## config.mk

```make
export PLATFORM = sky130hd
export DESIGN_NAME = dram_refresh_ctrl
export DESIGN_NICKNAME = d
export VERILOG_FILES = /design/src/rtl/drf_pkg.sv /design/src/rtl/drf_strobe_sync.sv /design/src/rtl/drf_row_ctr.sv /design/src/rtl/drf_tick_timer.sv /design/src/rtl/dram_refresh_ctrl.sv
export SDC_FILE = /design/constraint.sdc
export NUM_CORES = 1
export LEC_CHECK = 0
export BUFFER_PORTS_ARGS = -buffer_cell sky130_fd_sc_hd__buf_2
export CORE_MARGIN = 2
export CORE_UTILIZATION = 40
export DETAILED_ROUTE_END_ITERATION = 7
export PLACE_DENSITY = 0.56
export REMOVE_ABC_BUFFERS = 1
export SKIP_LAST_GASP = 1
export SLEW_MARGIN = 20
export SYNTH_ARGS = -nofsm -noshare
export SYNTH_HDL_FRONTEND = slang
export SYNTH_SLANG_ARGS = --single-unit
```

## constraint.sdc

```tcl
create_clock -name clk_i -period 3.3 [get_ports clk_i]
set_clock_uncertainty 0.05 [all_clocks]
set_input_delay 0.33 -clock clk_i [delete_from_list [all_inputs] [get_ports clk_i]]
set_output_delay 0.33 -clock clk_i [all_outputs]
set_load 0.005 [all_outputs]
```

## src/rtl/drf_pkg.sv

```systemverilog
package drf_pkg;
  typedef enum logic [2:0] {
    CYC_ACCESS   = 3'd0,
    CYC_RAS_ONLY = 3'd1,
    CYC_CBR      = 3'd2,
    CYC_HIDDEN   = 3'd3,
    CYC_SELF     = 3'd4,
    CYC_REJECT   = 3'd5
  } cyc_kind_e;

  typedef enum logic [2:0] {
    PH_IDLE,
    PH_EXT,
    PH_CBR,
    PH_HID,
    PH_BAD,
    PH_SELF
  } phase_e;
endpackage

```

## src/rtl/drf_strobe_sync.sv

```systemverilog
module drf_strobe_sync (
  input  logic clk_i,
  input  logic rst_ni,
  input  logic ras_n_i,
  input  logic cas_n_i,
  output logic ras_fall_o,
  output logic ras_rise_o,
  output logic cas_was_low_o
);
  logic ras_q, cas_q;

  always_ff @(posedge clk_i or negedge rst_ni) begin
    if (!rst_ni) begin
      ras_q <= 1'b1;
      cas_q <= 1'b1;
    end else begin
      ras_q <= ras_n_i;
      cas_q <= cas_n_i;
    end
  end

  assign ras_fall_o    = ras_q & ~ras_n_i;
  assign ras_rise_o    = ~ras_q & ras_n_i;
  assign cas_was_low_o = ~cas_q;
endmodule

```

## src/rtl/drf_row_ctr.sv

```systemverilog
module drf_row_ctr #(
  parameter int ROW_W = 11
) (
  input  logic             clk_i,
  input  logic             rst_ni,
  input  logic             inc_i,
  output logic [ROW_W-1:0] row_o
);
  // natural modulo-2^ROW_W wrap
  always_ff @(posedge clk_i or negedge rst_ni) begin
    if (!rst_ni)    row_o <= '0;
    else if (inc_i) row_o <= row_o + 1'b1;
  end
endmodule

```

## src/rtl/drf_tick_timer.sv

```systemverilog
module drf_tick_timer #(
  parameter int LIMIT = 16
) (
  input  logic clk_i,
  input  logic rst_ni,
  input  logic run_i,
  output logic hit_o
);
  localparam int CW = $clog2(LIMIT + 1);
  logic [CW-1:0] cnt_q;

  assign hit_o = run_i && (cnt_q == CW'(LIMIT - 1));

  always_ff @(posedge clk_i or negedge rst_ni) begin
    if (!rst_ni)     cnt_q <= '0;
    else if (!run_i) cnt_q <= '0;
    else if (hit_o)  cnt_q <= '0;
    else             cnt_q <= cnt_q + 1'b1;
  end
endmodule

```

## src/rtl/dram_refresh_ctrl.sv

```systemverilog
module dram_refresh_ctrl
  import drf_pkg::*;
#(
  parameter int ROW_W             = 11,
  parameter int SREF_ENTRY_TICKS  = 20000,
  parameter int SREF_PERIOD_TICKS = 3125
) (
  input  logic             clk_i,
  input  logic             rst_ni,
  input  logic             ras_n_i,
  input  logic             cas_n_i,
  input  logic             we_n_i,
  input  logic [ROW_W-1:0] row_addr_i,
  output logic             cyc_valid_o,
  output logic [2:0]       cyc_type_o,
  output logic             ref_stb_o,
  output logic [ROW_W-1:0] ref_row_o,
  output logic             self_ref_o,
  output logic             dq_hold_o
);
  phase_e           phase_q, phase_d;
  logic             seen_q, seen_d, read_q, read_d;
  logic [ROW_W-1:0] row_q, row_d, stb_row_d, ctr_row;
  logic             held_d, valid_d, stb_d, self_d, ctr_inc;
  cyc_kind_e        type_d;
  logic             ras_fall, ras_rise, cas_was_low;
  logic             entry_run, entry_hit, per_run, per_hit;
  logic             seen_eff, read_eff;

  drf_strobe_sync u_sync (
    .clk_i(clk_i), .rst_ni(rst_ni), .ras_n_i(ras_n_i), .cas_n_i(cas_n_i),
    .ras_fall_o(ras_fall), .ras_rise_o(ras_rise), .cas_was_low_o(cas_was_low)
  );

  drf_row_ctr #(.ROW_W(ROW_W)) u_ctr (
    .clk_i(clk_i), .rst_ni(rst_ni), .inc_i(ctr_inc), .row_o(ctr_row)
  );

  assign entry_run = (phase_q == PH_CBR) && !ras_n_i && !cas_n_i;
  assign per_run   = (phase_q == PH_SELF) && !(ras_n_i && cas_n_i);

  drf_tick_timer #(.LIMIT(SREF_ENTRY_TICKS)) u_entry (
    .clk_i(clk_i), .rst_ni(rst_ni), .run_i(entry_run), .hit_o(entry_hit)
  );

  drf_tick_timer #(.LIMIT(SREF_PERIOD_TICKS)) u_period (
    .clk_i(clk_i), .rst_ni(rst_ni), .run_i(per_run), .hit_o(per_hit)
  );

  // column strobe may fall on the same edge the row strobe rises
  assign seen_eff = seen_q | ~cas_n_i;
  assign read_eff = seen_q ? read_q : we_n_i;

  always_comb begin
    phase_d   = phase_q;
    seen_d    = seen_q;
    read_d    = read_q;
    row_d     = row_q;
    held_d    = cas_n_i ? 1'b0 : dq_hold_o;
    valid_d   = 1'b0;
    type_d    = CYC_ACCESS;
    stb_d     = 1'b0;
    stb_row_d = ctr_row;
    self_d    = self_ref_o;
    ctr_inc   = 1'b0;
    unique case (phase_q)
      PH_IDLE: if (ras_fall) begin
        if (cas_was_low && !cas_n_i) begin
          if (dq_hold_o)     phase_d = PH_HID;
          else if (!we_n_i)  phase_d = PH_BAD;
          else               phase_d = PH_CBR;
        end else begin
          phase_d = PH_EXT;
          row_d   = row_addr_i;
          seen_d  = !cas_n_i;
          read_d  = we_n_i;
        end
      end
      PH_EXT: if (ras_rise) begin
        valid_d = 1'b1;
        phase_d = PH_IDLE;
        held_d  = seen_eff && read_eff && !cas_n_i;
        if (seen_eff) type_d = CYC_ACCESS;
        else begin
          type_d    = CYC_RAS_ONLY;
          stb_d     = 1'b1;
          stb_row_d = row_q;
        end
      end else if (!cas_n_i && !seen_q) begin
        seen_d = 1'b1;
        read_d = we_n_i;
      end
      PH_CBR: if (ras_rise) begin
        valid_d = 1'b1;
        type_d  = CYC_CBR;
        stb_d   = 1'b1;
        ctr_inc = 1'b1;
        phase_d = PH_IDLE;
      end else if (entry_hit) begin
        phase_d = PH_SELF;
        self_d  = 1'b1;
        stb_d   = 1'b1;
        ctr_inc = 1'b1;
      end
      PH_HID: if (ras_rise) begin
        valid_d = 1'b1;
        type_d  = CYC_HIDDEN;
        stb_d   = 1'b1;
        ctr_inc = 1'b1;
        phase_d = PH_IDLE;
      end
      PH_BAD: if (ras_rise) begin
        valid_d = 1'b1;
        type_d  = CYC_REJECT;
        phase_d = PH_IDLE;
      end
      PH_SELF: if (ras_n_i && cas_n_i) begin
        valid_d = 1'b1;
        type_d  = CYC_SELF;
        self_d  = 1'b0;
        phase_d = PH_IDLE;
      end else if (per_hit) begin
        stb_d   = 1'b1;
        ctr_inc = 1'b1;
      end
      default: phase_d = PH_IDLE;
    endcase
  end

  always_ff @(posedge clk_i or negedge rst_ni) begin
    if (!rst_ni) begin
      phase_q     <= PH_IDLE;
      seen_q      <= 1'b0;
      read_q      <= 1'b0;
      row_q       <= '0;
      dq_hold_o   <= 1'b0;
      cyc_valid_o <= 1'b0;
      cyc_type_o  <= 3'd0;
      ref_stb_o   <= 1'b0;
      ref_row_o   <= '0;
      self_ref_o  <= 1'b0;
    end else begin
      phase_q     <= phase_d;
      seen_q      <= seen_d;
      read_q      <= read_d;
      row_q       <= row_d;
      dq_hold_o   <= held_d;
      cyc_valid_o <= valid_d;
      cyc_type_o  <= valid_d ? type_d : 3'd0;
      ref_stb_o   <= stb_d;
      self_ref_o  <= self_d;
      if (stb_d) ref_row_o <= stb_row_d;
    end
  end
endmodule

```

# --- Word level (Yosys, flattened, before mapping) ---
# Cells that the tools add are included.
word_totals:
  ff_bits: 74
  elab_cells: 118
op_classes:
  addsub: 3
  n_reduce_logical: 23
  n_mux: 53
  n_bitwise: 8
  eq_ne: 16
ops:
  columns: ["op", "count"]
  rows:
  - ["$mux W11", 3]
  - ["$mux W3", 11]
  - ["$mux W15", 2]
  - ["$mux W1", 25]
  - ["$mux W12", 2]
  - ["$add A15 B1 Y15 const B", 1]
  - ["$eq A15 B15 Y1 const B", 1]
  - ["$pmux W3 S5", 1]
  - ["$add A12 B1 Y12 const B", 1]
  - ["$eq A12 B12 Y1 const B", 1]
  - ["$ne A2 B2 Y1 const B", 6]
  - ["$pmux W3 S4", 1]
  - ["$add A11 B1 Y11 const B", 1]
  - ["$logic_and A1 B1 Y1", 10]
  - ["$pmux W1 S2", 4]
  - ["$reduce_and A4 Y1", 2]
  - ["$eq A3 B2 Y1 const B", 2]
  - ["$eq A3 B3 Y1 const B", 2]
  - ["$not A1 Y1", 5]
  - ["$reduce_and A5 Y1", 1]
  - ["$logic_not A1 Y1", 4]
  - ["$mux W2", 2]
  - ["$ne A2 B1 Y1 const B", 2]
  - ["$pmux W1 S4", 1]
  - ["10 further kinds", 12]

# --- Longest topological paths before layout ---
# Gate-level depths: netlist of the first run.
depth:
  ltp_word: 7
  mapped_depth: 9

# --- Cells and area by module ---
# Synthesis of the first run repeated with hierarchy kept, for this count alone.
unflattened:
  cells_unflattened: 327
  hier_area_um2: 3711.1
modules_own_cells:
  columns: ["module", "seq_area_each_um2", "cells_per_inst", "instances", "area_per_inst_um2"]
  rows:
  - ["dram_refresh_ctrl", 850.8, 139, 1, 1659.1]
  - ["drf_tick_timer at u_entry", 375.4, 77, 1, 802.0]
  - ["drf_tick_timer at u_period", 300.3, 66, 1, 681.9]
  - ["drf_row_ctr", 275.3, 40, 1, 496.7]
  - ["drf_strobe_sync", 52.6, 5, 1, 71.3]

# --- Worst setup path before layout of the first run ---
# OpenSTA, ideal clock, no wires.
synth_path:
  kind: "flip-flop to flip-flop"
  start: "register u_period.cnt_q[9]"
  end: "register u_ctr.row_o[1]"
  required_time_ns: 3.123
  stages_incl_launch_ff: 7
  arrival_ns: 1.885
  path_buffers: 1
  setup_slack_ns: 1.238
  synth_period_minus_slack_ns: 2.062
  setup_ns: 0.127
  path_cell_list: "dfrtp_1 or3_1 or4_4 o21bai_4 or2_1 buf_6 mux2_1"
synth_between:
  elab_chain_len: 5
synth_rtl:
  columns: ["element", "line", "text"]
  rows:
  - ["start: declaration", "drf_tick_timer.sv:10", "logic [CW-1:0] cnt_q;"]
  - ["start signal: assignment", "drf_tick_timer.sv:18", "else cnt_q <= cnt_q + 1'b1;"]
  - ["$eq A12 B12 Y1", "drf_tick_timer.sv:12", "assign hit_o = run_i && (cnt_q == CW'(LIMIT - 1));"]
  - ["$logic_and A1 B1 Y1", "drf_tick_timer.sv:12", null]
  - ["$mux W1", "dram_refresh_ctrl.sv:122", "end else if (per_hit) begin"]
  - ["$mux W1", "dram_refresh_ctrl.sv:117", "PH_SELF: if (ras_n_i && cas_n_i) begin"]
  - ["$pmux W1 S3", "dram_refresh_ctrl.sv:66", "unique case (phase_q)"]
  - ["end signal: assignment", "drf_row_ctr.sv:12", "else if (inc_i) row_o <= row_o + 1'b1;"]
  - ["end: declaration", "drf_row_ctr.sv:7", "output logic [ROW_W-1:0] row_o"]
# No other way between the ends.
# A chain may end at the register's enable or synchronous reset.

# --- Final worst setup path of the first run ---
# Same ends and word-level chain as after synthesis.

==> flow_summary_export.csv, run 1 <==
group,metric,value,unit
clock_network,clockBufferDepth,2,
layout,layout_commonest_cell,"dfrtp_1",
placed_design,numPortBuffers,33,
route,viasPerCell,5.112,
placed_design,dp.cells,473,
timing,min_period,2687,ps
timing,fin_setup_tns,0,ps
global_route,grtUsageTotal,15.54,%
power,p_per_area,653.8,mW/mm^2
timing,final.period_utilization,81.41,%
layout,layout-drive-gt1-share,19.90,%
layout,final_net_count,397,
power,total_power,2.638,mW
route,route.detailed.drc,0,
placed_design,dp_hpwl,4.568,mm
global_route,grt_pass1_vias,2478,
synthesis,synth_cell_type_count,42,
layout,final_cell_mix,"dfrtp_1 (72), nor2_1 (45), nand2_1 (38)",
layout,syn_to_final_growth,15.47,%
clock_network,clk_pin_slew,90,ps
floorplan,io_pins,34,
critical_path,r2r_slack,610,ps
clock_network,cts-buffers-inserted,9,
timing,final-setup-viol-count,0,
synthesis,ys_seq_area_share,53.06,%
route,routedWlPerCell,14.22,microns
critical_path,worst-path-max-fanout,22,
synthesis,syn_avg_cell_area,10.19,sq um
power,peakVddDrop,0.3272,mV
clock_network,cts_tree,"built",
timing,grt_setup_unrepaired,"no",
clock_network,clock_sinks,74,
critical_path,cp-start-kind,"flip-flop",
route,vias,2505,
run,maxCapViolCount,0,
layout,fin_cells,490,
clock_network,root_buffer,"clkbuf_8",
floorplan,initial_core_util,40.67,%
floorplan,die_height,97.47,microns
clock_network,cts_max_level,3,
clock_network,clk_latency,350,ps
synthesis,ys.flop_type,"dfrtp_1",
floorplan,core,0.008593,sq mm
timing,max_freq,372.2,MHz
critical_path,crit_arrival,2860,ps
synthesis,netlist_area,0.003495,sq mm
clock_network,post_cts_resized,0,
global_route,overflow,0,
timing,slew_viol_final,0,
placed_design,placed_area,0.003760,sq mm
global_route,grt_pass1_wl,11.90,mm
status,outcome,"finished clean",
global_route,grt_max_degree,75,
route,antenna_left,0,
floorplan,rows,34,
placed_design,place_congestion,0.8201,
synthesis,yosysWarnings,0,
floorplan,die_area,0.009500,sq mm
critical_path,required,3480,ps
power,p_leak,1.727,nW
floorplan,fp.dieW,97.47,microns
route,wirelength,6.970,mm
synthesis,ys_async_sr_fraction,100.0,%
layout,fin_area,0.004035,sq mm
layout,diodes,0,
timing,max_slew.worst_pin.slew,540.4,ps
timing,maxSlewHeadroom,63.97,%
critical_path,crit_type,"flip-flop to flip-flop",
route,drtPass1Iterations,4,
critical_path,setup.worst_path.end_class,"flip-flop",
timing,hold_viol_final,0,
synthesis,ys_ff_latch,74,
route,drt_iter0_markers,99,
global_route,antenna_found_initial,0,
hold_path,hold_path_class,"input port to flip-flop",
synthesis,syn-instance-count,343,
synthesis,synth_edf_count,0,
-- layer usage --
layer	GRT usage [%]	share of wire, %	vias up
met4	6.410	1.0	0
met1	20.85	50	1212
met5	0	0	-
met3	3.022	2.7	6
li1	-	-	1255
met2	24.77	46	32
-- critical path, stage by stage (launching register included) --
cell	delay (ps)
dfrtp_1	410
or3_1	370
or4_4	450
o21bai_4	400
or2_1	510
mux2_1	370
-- synthesized netlist by cell type, types with 2 or more instances --
cell       count  area, sq um
clkbuf_1      10        37.54
inv_1          5        18.77
dfrtp_1       72         1802
nor3_1         6        30.03
ha_1           4        50.05
dfstp_2        2        52.55
o21ai_1        2        10.01
nor3b_1        3        22.52
nand4b_1       2        17.52
nand2_1       38        142.6
o2111ai_1      2        17.52
o21ai_0       23        115.1
nand4_1        5        31.28
nand3_1       14        70.07
nand2b_1       5        31.28
nor2_1        45        168.9
and3_1         5        31.28
buf_6          2        22.52
o211ai_1      12        90.09
xnor2_1       15        131.4
and4_1         3        26.28
nor2b_1        3        18.77
xor2_1        15        131.4
buf_2          2        10.01
a21oi_1       10        50.05
mux2_2        16        180.2
or3_1          7        43.79
-- path summary, 6_finish.rpt --
| path | startpoint | to | depth (start not counted) |
|---|---|---|---|
| hold reg to reg | u_ctr.row_o[10] | u_ctr.row_o[10] | 1 |
| min in group asynchronous | rst_ni | cyc_type_o[2] | 3 |
| max in group asynchronous | rst_ni | u_sync.ras_q | 3 |
| hold / removal | ras_n_i | u_sync.ras_q | 1 |
| setup reg to reg | u_period.cnt_q[9] | u_ctr.row_o[1] | 5 |
| setup / recovery | u_period.cnt_q[9] | u_ctr.row_o[1] | 5 |
-- registers in the layout (all words and copies together), names as in the netlist --
signal          cells
u_entry.cnt_q      15
u_period.cnt_q     12
ref_row_o          11
row_q              11
u_ctr.row_o        11
cyc_type_o          3
phase_q             3
cyc_valid_o         1
dq_hold_o           1
read_q              1
ref_stb_o           1
seen_q              1
self_ref_o          1
u_sync.cas_q        1
u_sync.ras_q        1
-- logic make-up after synthesis --
group	share of synthesized area, %
simple gates	19.41
flops	53.06
compound gates	9.704
xor+xnor	7.519
buf+inv	3.115
mux	5.764
fa+ha+maj	1.432
-- power by group --
part / switching, mW / internal [mW] / total, mW
clock: 0.346 / 0.579 / 0.925
combinational: 0.227 / 0.256 / 0.483
sequential: 0.153 / 1.08 / 1.23
-- per-stage QoR --
stage               setup WS (ps)  utilization [%]  hold WS [ps]
finish                      613.5            46.96         113.5
global route                450.8            46.96         100.2
CTS                         588.4            46.96         93.73
detailed placement          614.8            43.75         344.6
global placement            651.9            43.75         345.2
floorplan                   573.2                -        -15.59
-- timing repair --
action / 4_1_cts / 5_1_grt
endpoints found under the hold margin: 72 / 0
setup endpoints to repair: 0 / 0
hold buffers: 1 / 0
setup buffers: 0 / 0
-- area by class of cell --
cell class                 count  area [sq um]
timing repair buffer          39         225.2
sequential                    74          1854
fill                         812          4558
clock inverter                 7         141.4
clock buffer                   9         123.9
tap                          108         135.1
inverter                       5         18.77
multi-input combinational    248          1536
No activity file was read; power rests on OpenSTA's default activity.
==> run 2, diff against run 1 <==
==> constraint.sdc (replaced) <==
create_clock -name clk_i -period 2.6 [get_ports clk_i]
set_clock_uncertainty 0.05 [all_clocks]
set_input_delay 0.26 -clock clk_i [delete_from_list [all_inputs] [get_ports clk_i]]
set_output_delay 0.26 -clock clk_i [all_outputs]
set_load 0.005 [all_outputs]
==> run 2 against run 1 <==
Against the previous run:
- flip-flop and latch count is the same
- sequential share of layout area barely moved
- cell count increased by 0.82%
- largest cell class unchanged
- highest routed layer unchanged
==> flow_summary_export.csv, run 2 (same netlist as run 1, synthesis figures left out) <==
group,metric,value,unit
clock_network,clk_latency,340,ps
floorplan,io_pins,34,
critical_path,cp_slowest_cell,"or4_4",
layout,diodes,0,
layout,final_cell_mix,"dfrtp_1 (72), nor2_1 (45), nand2_1 (38)",
power,p_leak,1.744,nW
global_route,grt_pass1_wl,12.12,mm
layout,top_regs,"u_entry.cnt_q x15, u_period.cnt_q x12",
power,peakVddDrop,0.5570,mV
clock_network,cts_max_level,3,
layout,syn_to_final_growth,15.57,%
clock_network,holdBufCountCts,1,
timing,maxSlewHeadroom,31.21,%
clock_network,root_buffer,"clkbuf_8",
layout,fin_area,0.004039,sq mm
critical_path,cp-start-kind,"flip-flop",
timing,final.period_utilization,80.24,%
layout,layout-drive-gt1-share,20.73,%
critical_path,setup.worst_path.end_class,"flip-flop",
clock_network,cts-buffers-inserted,9,
placed_design,place_congestion,0.7893,
timing,hold_viol_final,0,
layout,max_flop_register,"u_entry.cnt_q",
layout,post-route-util,47.00,%
global_route,antenna_found_initial,0,
layout,final_net_count,401,
critical_path,cp_cell_sequence,"or3_1 > or4_4 > o21bai_4 > buf_4 > o2111ai_1 > xnor2_1",
route,vias,2532,
layout,largest_reg_flops,15,
floorplan,die_area,0.009500,sq mm
route,drtPass1Iterations,4,
placed_design,numPortBuffers,33,
timing,min_period,2086,ps
timing,final-setup-viol-count,0,
clock_network,clock_sinks,74,
route,routedWlPerCell,14.19,microns
route,drt_iter0_markers,65,
status,outcome,"finished clean",
global_route,grt_max_degree,39,
clock_network,post_cts_resized,0,
global_route,overflow,0,
critical_path,crit_type,"flip-flop to flip-flop",
global_route,grt_pass1_vias,2552,
clock_network,cts_setup_buffers,0,
clock_network,clk_pin_slew,80,ps
placed_design,dp.cells,477,
run,maxCapViolCount,0,
critical_path,worst_path_largest_cell_delay,450,ps
floorplan,die_height,97.47,microns
route,viasPerCell,5.126,
floorplan,fp.dieW,97.47,microns
route,route.detailed.drc,0,
power,p_per_area,820.8,mW/mm^2
floorplan,rows,34,
timing,max_slew.worst_pin.slew,1030,ps
layout,layout_commonest_cell,"dfrtp_1",
global_route,grtUsageTotal,15.69,%
layout,fin_cells,494,
route,antenna_left,0,
floorplan,core,0.008593,sq mm
power,total_power,3.315,mW
clock_network,cts_tree,"built",
timing,grt_setup_unrepaired,"no",
clock_network,clockBufferDepth,2,
placed_design,dp_hpwl,4.854,mm
timing,max_freq,479.3,MHz
critical_path,crit_arrival,2260,ps
route,wirelength,7.010,mm
floorplan,initial_core_util,40.67,%
timing,slew_viol_final,0,
hold_path,hold_path_class,"input port to flip-flop",
critical_path,worst-path-max-fanout,21,
placed_design,placed_area,0.003777,sq mm
critical_path,required,2770,ps
layout,nFillCells,846,
## run 2: changes by cell type in the layout (fill, tap and decap cells not counted), sizes merged
cell,before,now
buf,38,42
clkbuf,9,11
clkinvlp,1,0
bufinv,4,3
## run 2: cell type report
type / count / area [sq um] / area share, %
clock buffers: 11 / 151.4 / 3.748
clock inverters: 5 / 100.1 / 2.478
inverters: 5 / 18.77 / 0.4647
multi-input cells: 248 / 1536 / 38.04
flip-flops and latches: 74 / 1854 / 45.91
well taps: 108 / 135.1 / 3.346
repair buffers: 43 / 242.7 / 6.010
## run 2: final timing paths
kind | endpoint | from | slack [ps] | cells past startpoint
setup / recovery | u_ctr.row_o[4] | u_period.cnt_q[9] | 510 | 6
hold reg to reg | u_ctr.row_o[10] | u_ctr.row_o[10] | 430 | 1
hold / removal | u_sync.ras_q | ras_n_i | 40 | 1
min in group asynchronous | phase_q[1] | rst_ni | 440 | 3
setup reg to reg | u_ctr.row_o[4] | u_period.cnt_q[9] | 510 | 6
max in group asynchronous | u_sync.cas_q | rst_ni | 1710 | 3
## run 2: critical path, delay by kind of cell (launching register included)
family | cells | cell delay [ps]
AO/OA/AOI/OAI | 2 | 320
XOR/XNOR | 1 | 160
buffers and inverters | 1 | 230
flip-flops | 1 | 400
AND/OR/NAND/NOR | 2 | 820
## run 2: through the flow
step | hold slack, ps | setup TNS (ps) | setup slack (ps)
after floorplan | -85.59 | -126.8 | -126.8
after global placement | 298.6 | 0 | 541.4
after detailed placement | 294.8 | 0 | 484.3
after CTS | 26.80 | 0 | 492.6
after global routing | 30.86 | 0 | 364.6
final | 41.71 | 0 | 513.8
## run 2: where the power goes
part | switching [mW] | internal, mW | total (mW)
Sequential | 0.181 | 1.37 | 1.55
Combinational | 0.309 | 0.341 | 0.651
Clock | 0.428 | 0.687 | 1.12
## run 2: routing by layer
metal / part of all wire, % / GRT usage (%) / wire, microns / up-vias
met1: 48 / 20.81 / 3381 / 1227
met5: 0 / 0 / 0 / -
met2: 48 / 25.73 / 3335 / 38
met3: 3.1 / 3.094 / 218 / 8
met4: 1.1 / 5.449 / 74 / 0
li1: - / - / - / 1259
==> run 3, diff against run 2 <==
--- a/config.mk
+++ b/config.mk
@@ -5,11 +5,12 @@
 export SDC_FILE = /design/constraint.sdc
 export NUM_CORES = 1
 export LEC_CHECK = 0
+export ABC_AREA = 1
 export BUFFER_PORTS_ARGS = -buffer_cell sky130_fd_sc_hd__buf_2
 export CORE_MARGIN = 2
 export CORE_UTILIZATION = 40
 export DETAILED_ROUTE_END_ITERATION = 7
-export PLACE_DENSITY = 0.56
+export PLACE_DENSITY = 0.55
 export REMOVE_ABC_BUFFERS = 1
 export SKIP_LAST_GASP = 1
 export SLEW_MARGIN = 20
==> constraint.sdc (replaced) <==
create_clock -name clk_i -period 2 [get_ports clk_i]
set_clock_uncertainty 0.05 [all_clocks]
set_input_delay 0.2 -clock clk_i [delete_from_list [all_inputs] [get_ports clk_i]]
set_output_delay 0.2 -clock clk_i [all_outputs]
set_load 0.005 [all_outputs]
==> run 3 against run 2 <==
Against the previous run:
- critical endpoint is now phase_q[2]
- wire length up 10%
- power grew 32%
- utilization rose by 0.075 points
- final area increased by 8.2%
- first-iteration DRC count up 80%
- sequential share of layout area fell by 3.5 points
- combinational power grew 94%
- critical path depth grew 2
- largest cell class unchanged
- clock power is essentially flat
- critical path type unchanged
- highest routed layer unchanged
- via count is 19% higher
- setup slack lost 310 ps
- largest power group unchanged
- worst hold slack gained 15 ps
==> flow_summary_export.csv, run 3 <==
group,metric,value,unit
status,outcome,"finished clean",
synthesis,netlist_area,0.003829,sq mm
clock_network,root_buffer,"clkbuf_8",
synthesis,synthTopCellsByArea,"dfrtp_1 (47%), nand2_1 (10%), nor2_1 (7.1%)",
synthesis,synth_edf_count,0,
hold_path,hold_path_class,"input port to flip-flop",
layout,top_regs,"u_entry.cnt_q x15, u_period.cnt_q x12",
layout,max_flop_register,"u_entry.cnt_q",
global_route,antenna_found_initial,0,
timing,max_slew.worst_pin.slew,467.8,ps
global_route,grt_pass1_vias,2965,
global_route,grtUsageTotal,16.83,%
synthesis,synth.most_common_cell,"nand2_1",
timing,fin_setup_tns,0,ps
layout,layout_commonest_cell,"nand2_1",
synthesis,yosys.area.top_type,"dfrtp_1",
global_route,overflow,0,
timing,slew_viol_final,0,
route,viasPerCell,4.682,
synthesis,syn_avg_cell_area,8.305,sq um
floorplan,io_pins,34,
floorplan,die_area,0.01037,sq mm
synthesis,ys_seq_area_share,48.43,%
layout,syn_to_final_growth,14.15,%
route,antenna_left,0,
route,drt_iter0_markers,117,
critical_path,worst_path_largest_cell_delay,370,ps
global_route,grt_max_degree,44,
critical_path,cp-start-kind,"flip-flop",
synthesis,synth_top_area_share,47.06,%
layout,fin_area,0.004370,sq mm
clock_network,clk_latency,340,ps
power,peakVddDrop,0.5253,mV
clock_network,clockBufferDepth,2,
placed_design,dpl_worst_slack,157.4,ps
hold_path,hp-start,"row_addr_i[5]",
synthesis,ys.flop_type,"dfrtp_1",
synthesis,ys_async_sr_fraction,100.0,%
critical_path,crit_type,"flip-flop to flip-flop",
synthesis,syn-instance-count,461,
placed_design,placed_area,0.004149,sq mm
clock_network,cts_tree,"built",
critical_path,worst-path-max-fanout,7,
clock_network,clock_sinks,74,
timing,hold_viol_final,0,
layout,diodes,0,
layout,final_cell_mix,"nand2_1 (106), nor2_1 (72), dfrtp_1 (72)",
clock_network,clk_pin_slew,80,ps
critical_path,startpoint,"u_entry.cnt_q[0]",
timing,max_freq,556.0,MHz
floorplan,core,0.009284,sq mm
timing,grt_setup_unrepaired,"yes",
route,route.detailed.drc,0,
layout,final_net_count,527,
critical_path,cp_common_cell,"nand2_1",
critical_path,crit_arrival,1980,ps
power,p_leak,2.100,nW
layout,layout-drive-gt1-share,16.02,%
route,drtPass1Iterations,4,
placed_design,numPortBuffers,33,
timing,fin_ws,201.5,ps
critical_path,setup.worst_path.end_class,"flip-flop",
layout,largest_reg_flops,15,
floorplan,fp.dieW,101.8,microns
timing,final-setup-viol-count,0,
route,routedWlPerCell,12.07,microns
run,maxCapViolCount,0,
placed_design,place_congestion,0.8673,
clock_network,cts-buffers-inserted,9,
layout,post-route-util,47.08,%
timing,maxSlewHeadroom,68.57,%
layout,nFillCells,978,
critical_path,required,2180,ps
route,wirelength,7.738,mm
critical_path,cp_cell_sequence,"ha_1 > nand3_2 > nor2_1 > nand3_4 > nand2_1 > nand2_1 > nand2_1 > nand2_1",
synthesis,ys_ff_latch,74,
clock_network,cts_max_level,3,
critical_path,r2r-start,"u_entry.cnt_q[0]",
route,vias,3001,
timing,final.period_utilization,89.92,%
power,p_per_area,1000,mW/mm^2
floorplan,initial_core_util,41.24,%
clock_network,cts_setup_buffers,0,
global_route,grt_pass1_wl,13.79,mm
placed_design,dp_hpwl,5.550,mm
synthesis,synth_cell_type_count,38,
floorplan,rows,35,
critical_path,cp_slowest_cell,"dfrtp_1",
timing,min_period,1798,ps
synthesis,synth_common_cells,"nand2_1 (106), dfrtp_1 (72), nor2_1 (72)",
synthesis,yosysWarnings,0,
floorplan,die_height,101.8,microns
[run 3: changes by cell type after synthesis, moves of 8 or more]
| cell | previous run | this run |
|---|---|---|
| xnor2_1 | 15 | 7 |
| clkbuf_1 | 10 | 0 |
| inv_1 | 5 | 50 |
| mux2_2 | 16 | 0 |
| nand2_1 | 38 | 106 |
| nor2_1 | 45 | 72 |
| o211ai_1 | 12 | 1 |
| nand3_1 | 14 | 31 |
[run 3: critical path, delay by kind of cell, from the launching register on]
kind / cells / cell delay [ps]
adder cells (fa/ha/maj): 1 / 240
flip-flops: 1 / 370
AND/OR/NAND/NOR: 7 / 1030
[run 3: routing by layer]
layer  wire, microns  global-route usage (%)  vias to the layer above
li1                -                       -                     1562
met1            3909                   23.65                     1385
met2            3439                   26.11                       47
met3             280                   3.899                        7
met4             109                   5.026                        0
met5               0                       0                        -
[run 3: power by group]
group	leakage, nW	internal, mW	switching [mW]
combinational	1.04	0.480	0.776
clock	0.0965	0.551	0.538
sequential	0.962	1.81	0.217
[run 3: repair_timing]
item	CTS	global route
gates resized for setup	0	1
hold buffers	3	0
hold endpoints to repair	33	0
endpoints found under the setup margin	0	11
[run 3: layout make-up]
type | count | area [sq um] | area share [%]
flip-flops and latches | 74 | 1854 | 42.43
clock buffers | 14 | 172.7 | 3.951
well taps | 129 | 161.4 | 3.693
repair buffers | 43 | 262.8 | 6.012
multi-input cells | 324 | 1700 | 38.91
clock inverters | 2 | 10.01 | 0.2290
inverters | 55 | 209.0 | 4.781
[run 3: cells by family (layout without fill, tap and decap cells)]
family | count (synthesis) | count (layout) | share of synthesized area (%)
AO/OA/AOI/OAI | 42 | 42 | 5.719
XOR/XNOR | 23 | 23 | 5.261
adder cells (fa/ha/maj) | 4 | 4 | 1.307
buffers and inverters | 63 | 114 | 7.385
flip-flops | 74 | 74 | 48.43
AND/OR/NAND/NOR | 255 | 255 | 31.90
[run 3: path summary, 6_finish.rpt]
kind	endpoint	slack, ps	cells after the start
min reg2reg	u_entry.cnt_q[0]	410	1
min	row_q[5]	60	3
max	phase_q[2]	200	8
max reg2reg	phase_q[2]	200	8
max in group asynchronous	u_sync.cas_q	1010	3
min in group asynchronous	cyc_valid_o	280	2
[run 3: stage by stage]
| step | power [mW] | instances | hold slack [ps] |
|---|---|---|---|
| 6_report | 4.371 | 641 | 56.23 |
| 5_1_grt | 4.738 | 641 | 43.49 |
| 4_1_cts | 4.429 | 641 | 39.00 |
| 3_5_place_dp | 3.310 | 622 | 124.5 |
| 3_3_place_gp | 3.275 | 622 | 125.0 |
| 2_1_floorplan | 2.899 | 453 | -145.6 |
